## config.mk

```make
export PLATFORM = sky130hd
export DESIGN_NAME = revc_cascade
export DESIGN_NICKNAME = d
export VERILOG_FILES = /design/src/rtl/revc_pkg.sv /design/src/rtl/revc_table.sv /design/src/rtl/revc_stage.sv /design/src/rtl/revc_seq.sv /design/src/rtl/revc_cascade.sv
export SDC_FILE = /design/constraint.sdc
export NUM_CORES = 1
export LEC_CHECK = 0
export ABC_CLOCK_PERIOD_IN_PS = 3400
export BUFFER_PORTS_ARGS = -buffer_cell sky130_fd_sc_hd__buf_2
export CELL_PAD_IN_SITES_DETAIL_PLACEMENT = 1
export CELL_PAD_IN_SITES_GLOBAL_PLACEMENT = 2
export CORE_AREA = 2 2 282 284
export CTS_CLUSTER_SIZE = 16
export DETAILED_ROUTE_END_ITERATION = 10
export DIE_AREA = 0 0 284 286
export MAX_ROUTING_LAYER = met4
export PLACE_DENSITY = 0.78
export SLEW_MARGIN = 0
export SYNTH_ARGS = -nofsm -noshare
export SYNTH_HDL_FRONTEND = slang
export SYNTH_SLANG_ARGS = --single-unit
export TNS_END_PERCENT = 5
```

## constraint.sdc

```tcl
create_clock -name clk -period 3.4 [get_ports clk]
set_clock_uncertainty 0.05 [all_clocks]
set_input_delay 0.17 -clock clk [delete_from_list [all_inputs] [get_ports clk]]
set_output_delay 0.17 -clock clk [all_outputs]
set_load 0.005 [all_outputs]
```

## src/rtl/revc_pkg.sv

```systemverilog
package revc_pkg;
    localparam int LINES  = 8;
    localparam int TDEPTH = 32;
    localparam int TGT_W  = $clog2(LINES);
    localparam int ADDR_W = $clog2(TDEPTH);
    localparam int CNT_W  = $clog2(TDEPTH + 1);

    typedef logic [LINES-1:0]  lvec_t;
    typedef logic [TDEPTH-1:0] fvec_t;

    typedef struct packed {
        lvec_t            pos_m;
        lvec_t            neg_m;
        logic [TGT_W-1:0] tgt;
    } gate_t;

    typedef enum logic [1:0] {
        ST_IDLE = 2'd0,
        ST_RUN  = 2'd1,
        ST_FIN  = 2'd2
    } st_t;

    // A gate is well formed when no line is both a 1-control and a
    // 0-control and when its target is not one of its own controls.
    function automatic logic gate_ok(gate_t g);
        return ((g.pos_m & g.neg_m) == '0) && !g.pos_m[g.tgt] && !g.neg_m[g.tgt];
    endfunction

    function automatic logic gate_hit(gate_t g, lvec_t v);
        return gate_ok(g) && ((v & g.pos_m) == g.pos_m) && ((v & g.neg_m) == '0);
    endfunction

    function automatic logic [CNT_W-1:0] clamp_cnt(logic [CNT_W-1:0] c);
        return (c > CNT_W'(TDEPTH)) ? CNT_W'(TDEPTH) : c;
    endfunction
endpackage

```

## src/rtl/revc_table.sv

```systemverilog
module revc_table
    import revc_pkg::*;
(
    input  logic              clk,
    input  logic              rst,
    input  logic              wr_en,
    input  logic [ADDR_W-1:0] wr_addr,
    input  gate_t             wr_gate,
    input  logic [ADDR_W-1:0] rd_addr,
    output gate_t             rd_gate
);
    gate_t mem [TDEPTH];

    always_ff @(posedge clk) begin
        if (rst) begin
            for (int e = 0; e < TDEPTH; e++) begin
                mem[e] <= '0;
            end
        end else if (wr_en) begin
            mem[wr_addr] <= wr_gate;
        end
    end

    assign rd_gate = mem[rd_addr];
endmodule

```

## src/rtl/revc_stage.sv

```systemverilog
module revc_stage
    import revc_pkg::*;
(
    input  gate_t g,
    input  lvec_t vin,
    output lvec_t vout,
    output logic  hit
);
    lvec_t flip_m;

    always_comb begin
        hit    = gate_hit(g, vin);
        flip_m = '0;
        for (int k = 0; k < LINES; k++) begin
            flip_m[k] = hit && (g.tgt == TGT_W'(k));
        end
        vout = vin ^ flip_m;
    end
endmodule

```

## src/rtl/revc_seq.sv

```systemverilog
module revc_seq
    import revc_pkg::*;
(
    input  logic              clk,
    input  logic              rst,
    input  logic              start,
    input  logic [CNT_W-1:0]  cnt_req,
    input  lvec_t             vec_in,
    input  lvec_t             stage_vout,
    input  logic              stage_hit,
    output logic [ADDR_W-1:0] gate_idx,
    output lvec_t             vec_cur,
    output logic              busy,
    output logic              done,
    output fvec_t             fired,
    output logic [CNT_W-1:0]  fire_cnt
);
    st_t              state;
    logic [CNT_W-1:0] last;
    logic [CNT_W-1:0] eff_req;
    logic             at_last;

    assign eff_req  = clamp_cnt(cnt_req);
    assign at_last  = (CNT_W'(gate_idx) + CNT_W'(1)) == last;
    assign busy     = (state != ST_IDLE);
    assign done     = (state == ST_FIN);

    always_ff @(posedge clk) begin
        if (rst) begin
            state    <= ST_IDLE;
            gate_idx <= '0;
            last     <= '0;
            vec_cur  <= '0;
            fired    <= '0;
            fire_cnt <= '0;
        end else begin
            unique case (state)
                ST_IDLE: begin
                    if (start) begin
                        vec_cur  <= vec_in;
                        fired    <= '0;
                        fire_cnt <= '0;
                        gate_idx <= '0;
                        last     <= eff_req;
                        state    <= (eff_req == '0) ? ST_FIN : ST_RUN;
                    end
                end
                ST_RUN: begin
                    vec_cur         <= stage_vout;
                    fired[gate_idx] <= stage_hit;
                    fire_cnt        <= fire_cnt + CNT_W'(stage_hit);
                    if (at_last) begin
                        state <= ST_FIN;
                    end else begin
                        gate_idx <= gate_idx + ADDR_W'(1);
                    end
                end
                ST_FIN: begin
                    state <= ST_IDLE;
                end
                default: state <= ST_IDLE;
            endcase
        end
    end
endmodule

```

## src/rtl/revc_cascade.sv

```systemverilog
module revc_cascade
    import revc_pkg::*;
(
    input  logic                   clk,
    input  logic                   rst,
    input  logic                   wr_en,
    input  logic [ADDR_W-1:0]      wr_addr,
    input  logic [LINES-1:0]       wr_pos,
    input  logic [LINES-1:0]       wr_neg,
    input  logic [TGT_W-1:0]       wr_tgt,
    input  logic                   start,
    input  logic [CNT_W-1:0]       gate_count,
    input  logic [LINES-1:0]       vec_in,
    output logic                   busy,
    output logic                   done,
    output logic [LINES-1:0]       vec_out,
    output logic [TDEPTH-1:0]      fired,
    output logic [CNT_W-1:0]       fire_cnt
);
    gate_t             wr_gate;
    gate_t             cur_gate;
    logic [ADDR_W-1:0] gate_idx;
    lvec_t             stage_vout;
    logic              stage_hit;

    assign wr_gate = '{pos_m: wr_pos, neg_m: wr_neg, tgt: wr_tgt};

    revc_table u_table (
        .clk     (clk),
        .rst     (rst),
        .wr_en   (wr_en),
        .wr_addr (wr_addr),
        .wr_gate (wr_gate),
        .rd_addr (gate_idx),
        .rd_gate (cur_gate)
    );

    revc_stage u_stage (
        .g    (cur_gate),
        .vin  (vec_out),
        .vout (stage_vout),
        .hit  (stage_hit)
    );

    revc_seq u_seq (
        .clk        (clk),
        .rst        (rst),
        .start      (start),
        .cnt_req    (gate_count),
        .vec_in     (vec_in),
        .stage_vout (stage_vout),
        .stage_hit  (stage_hit),
        .gate_idx   (gate_idx),
        .vec_cur    (vec_out),
        .busy       (busy),
        .done       (done),
        .fired      (fired),
        .fire_cnt   (fire_cnt)
    );
endmodule

```

==> impl_metrics.tcl <==
set metrics [dict create \
    fillers 7988 \
    p_total_w 0.0191 \
    slowest_delay_ns 0.53 \
    worst_setup_path_end_kind "register" \
    wire_per_inst_um 26.2 \
    slew_headroom 0.127 \
    num_rows 103 \
    cts_tree "yes" \
    die_w_um 284 \
    fin_util 0.476 \
    ir_worst_vdd_mv 0.384 \
    ys_types 60 \
    failed_checks "negative setup slack" \
    grt_max_degree 41 \
    yosysMostFrequentCell "and2_1" \
    area_delta_synth_final_pct 19.9 \
    postSynthCellCount 2410 \
    top_level_ports 90 \
    clock_tree.buffer_depth 3 \
    fin_crit_sh 1.11 \
    critical_path_arrival_ns 4.21 \
    crit_slowest_cell "mux4_2" \
    fmax_mhz 266 \
    die_y_um 286 \
    grt-ovfl-total 0 \
    crit_buf_inv 1 \
    ant_nets 0 \
    slew_violations 0 \
    stdcell_count 3730 \
    path_max_fanout 7 \
    root_buffer "clkbuf_16" \
    grt_use_total 0.246 \
    worstPathRequired_ns 3.84 \
    drt_wl_total_um 97900 \
    start_util 0.397 \
    rsz0062_at_grt "true" \
    synthTopCellsByArea "edfxtp_1 59%, and2_1 12%, mux2i_1 8.1%, dfxtp_1 4.1%, a22oi_1 2.6%" \
    clk_latency_ns 0.63 \
    maxCapViolCount 0 \
    grt_first_pass_wirelength_um 143000 \
    h-tree-depth 3 \
    hold_violations 0 \
    setup_ws_ns -0.363 \
    first_iter_violations 1783 \
    worstPathCellList "buf_12, mux4_2, mux4_2, nor2b_4, a21oi_2, o2bb2ai_1, o211ai_1, nor4_4, o211a_1, ha_4, nand3_2, nor2_4, nand3_2, nand3_2, o21a_1, nor2_1" \
    grt_pass1_vias 21900 \
    yosysTopAreaCellShare 0.587 \
    drc 0 \
    syn_nets 2458 \
    die_area_sq_um 81200 \
    synth_seq_cells 672 \
    cp-start-kind "register" \
    status "complete, but fails checks" \
    layout.nets 2671 \
    port_buffers 89 \
    setup_viol 45 \
    vias_per_cell 5.56 \
    post-route-min-period_ns 3.76 \
    gp_congestion 0.901 \
    cp_common_cell "nand3_2" \
    dp.cells 3558 \
    clk_pin_slew_ns 0.06 \
    yosysTopAreaCell "edfxtp_1" \
    antenna_found_initial 6 \
    crit_family "multiplexers" \
    whs_ns 0.175 \
    avgSynthCellArea_sq_um 12.9 \
    num_vias 20800 \
    preCtsSetupSlack_ns -0.630 \
    core-area_sq_um 78400 \
    dp_hpwl_um 62900 \
    synth_flop_cell "edfxtp_1" \
    async_reset_ff_frac 0 \
    drive_above_1_share 0.198 \
    synthesis.area_sq_um 31100 \
    synth_common_cells "614 x and2_1, 608 x edfxtp_1, 253 x mux2i_1, 140 x clkbuf_1, 106 x a22oi_1" \
    powerDensity_nw_per_um2 511 \
    synth.yosys.seq_area_share 0.628 \
    drt_pass1_iterations 5 \
    worst_hold_path_type "in -> reg" \
    leakage_nw 12.9 \
    numCtsBuffers 75 \
    clock_sinks 672 \
    yosysWarnings 0 \
    critPathKind "reg -> reg" \
    synth-edff-count 608 \
    worst_pin_slew_ns 1.30 \
]
[per-layer routing]
| layer | vias to the layer above | track usage | part of all wire |
|---|---|---|---|
| met5 | - | - | 0 |
| met4 | 0 | 0.0774 | 0.027 |
| met3 | 128 | 0.0394 | 0.059 |
| met2 | 625 | 0.394 | 0.48 |
| met1 | 10800 | 0.321 | 0.44 |
| li1 | 9229 | - | - |
[kinds of logic (layout without fill, tap and decap cells)]
| logic type | after synthesis | count (layout) | share of synthesized area |
|---|---|---|---|
| fa+ha+maj | 6 | 6 | 0.00241 |
| compound gates | 283 | 283 | 0.0594 |
| mux | 285 | 285 | 0.104 |
| flops | 672 | 672 | 0.628 |
| simple gates | 952 | 952 | 0.177 |
| xor+xnor | 9 | 9 | 0.00253 |
| buf+inv | 203 | 469 | 0.0269 |
| other cells | 0 | 4 | 0 |
[where the power goes]
group	leakage, nW	switching [W]	internal (W)
Sequential	6.30	0.000167	0.00941
Combinational	5.44	0.00105	0.000577
Clock	1.13	0.00330	0.00455
[area by class of cell]
cell class                      instances  area, sq um  share of cell area
Tap cell                             1050         1310              0.0352
Clock inverter                         30          280             0.00751
Antenna cell                            4         10.0            0.000268
Clock buffer                          100         2050              0.0550
Timing Repair Buffer                  329         2870              0.0769
Sequential cell                       672        19500               0.524
Multi-Input combinational cell       1535        11200               0.300
Inverter                               10         37.5             0.00101
[cell usage in the layout, fill, tap and decap left out, drive strengths merged, types with 4 or more instances in the layout]
cell type / count
and2: 615
edfxtp: 608
buf: 299
mux2i: 253
a22oi: 106
clkbuf: 104
nand3: 101
nand2: 87
o21ai: 76
dfxtp: 64
nor2: 62
a21oi: 40
mux4: 30
dlygate4sd3: 25
clkinv: 23
nor3: 18
a31oi: 12
nor2b: 12
inv: 12
and3: 10
nand3b: 9
nand4: 8
o22ai: 8
a22o: 7
a211oi: 6
ha: 6
nor3b: 5
xor2: 5
or3b: 5
nor4: 5
diode: 4
a311o: 4
xnor2: 4
bufinv: 4
o31ai: 4
[through the flow]
stage / setup TNS, ns / cell area (sq um)
6_report: -5.73 / 37300
5_1_grt: -10.27 / 37300
4_1_cts: -4.98 / 36900
3_5_place_dp: -15.59 / 34200
3_3_place_gp: -14.27 / 34200
2_1_floorplan: -0.517 / 31200
[worst paths after layout]
path	from	endpoint	slack, ns	depth (start not counted)
worst max-delay path	register	u_seq.fire_cnt[5]$_SDFFE_PP0P_	-0.36	16
worst min-delay path	wr_neg[1]	u_table.mem[16][4]$_SDFFCE_PN0P_	0.18	2
worst max register to register	register	u_seq.fire_cnt[5]$_SDFFE_PP0P_	-0.36	16
worst min register to register	u_seq.fired[1]$_SDFFE_PP0P_	u_seq.fired[1]$_SDFFE_PP0P_	0.40	2
[registers in the layout, summed over array words and instances (netlist names), named ones only]
register        flops
u_table.mem       608
u_seq.fired        32
u_seq.vec_cur       8
u_seq.fire_cnt      6
u_seq.last          6
u_seq.gate_idx      5
u_seq.state         2
[timing repair]
action | in CTS | in global routing
hold buffers | 25 | 0
gates resized for setup | 28 | 49
hold endpoints to repair | 21 | 0
setup endpoints to repair | 46 | 46
pin swaps | 3 | 9
gates cloned | 1 | 4
buffers inserted | 3 | 5
[worst reg2reg max path, stage by stage (launching register included)]
cell	delay (ns)
dfxtp_4	0.46
buf_12	0.16
mux4_2	0.50
mux4_2	0.53
nor2b_4	0.15
a21oi_2	0.12
o2bb2ai_1	0.13
o211ai_1	0.18
nor4_4	0.31
o211a_1	0.29
ha_4	0.18
nand3_2	0.10
nor2_4	0.12
nand3_2	0.09
nand3_2	0.08
o21a_1	0.13
nor2_1	0.04
Note: power is estimated with default switching activity, not from simulation.
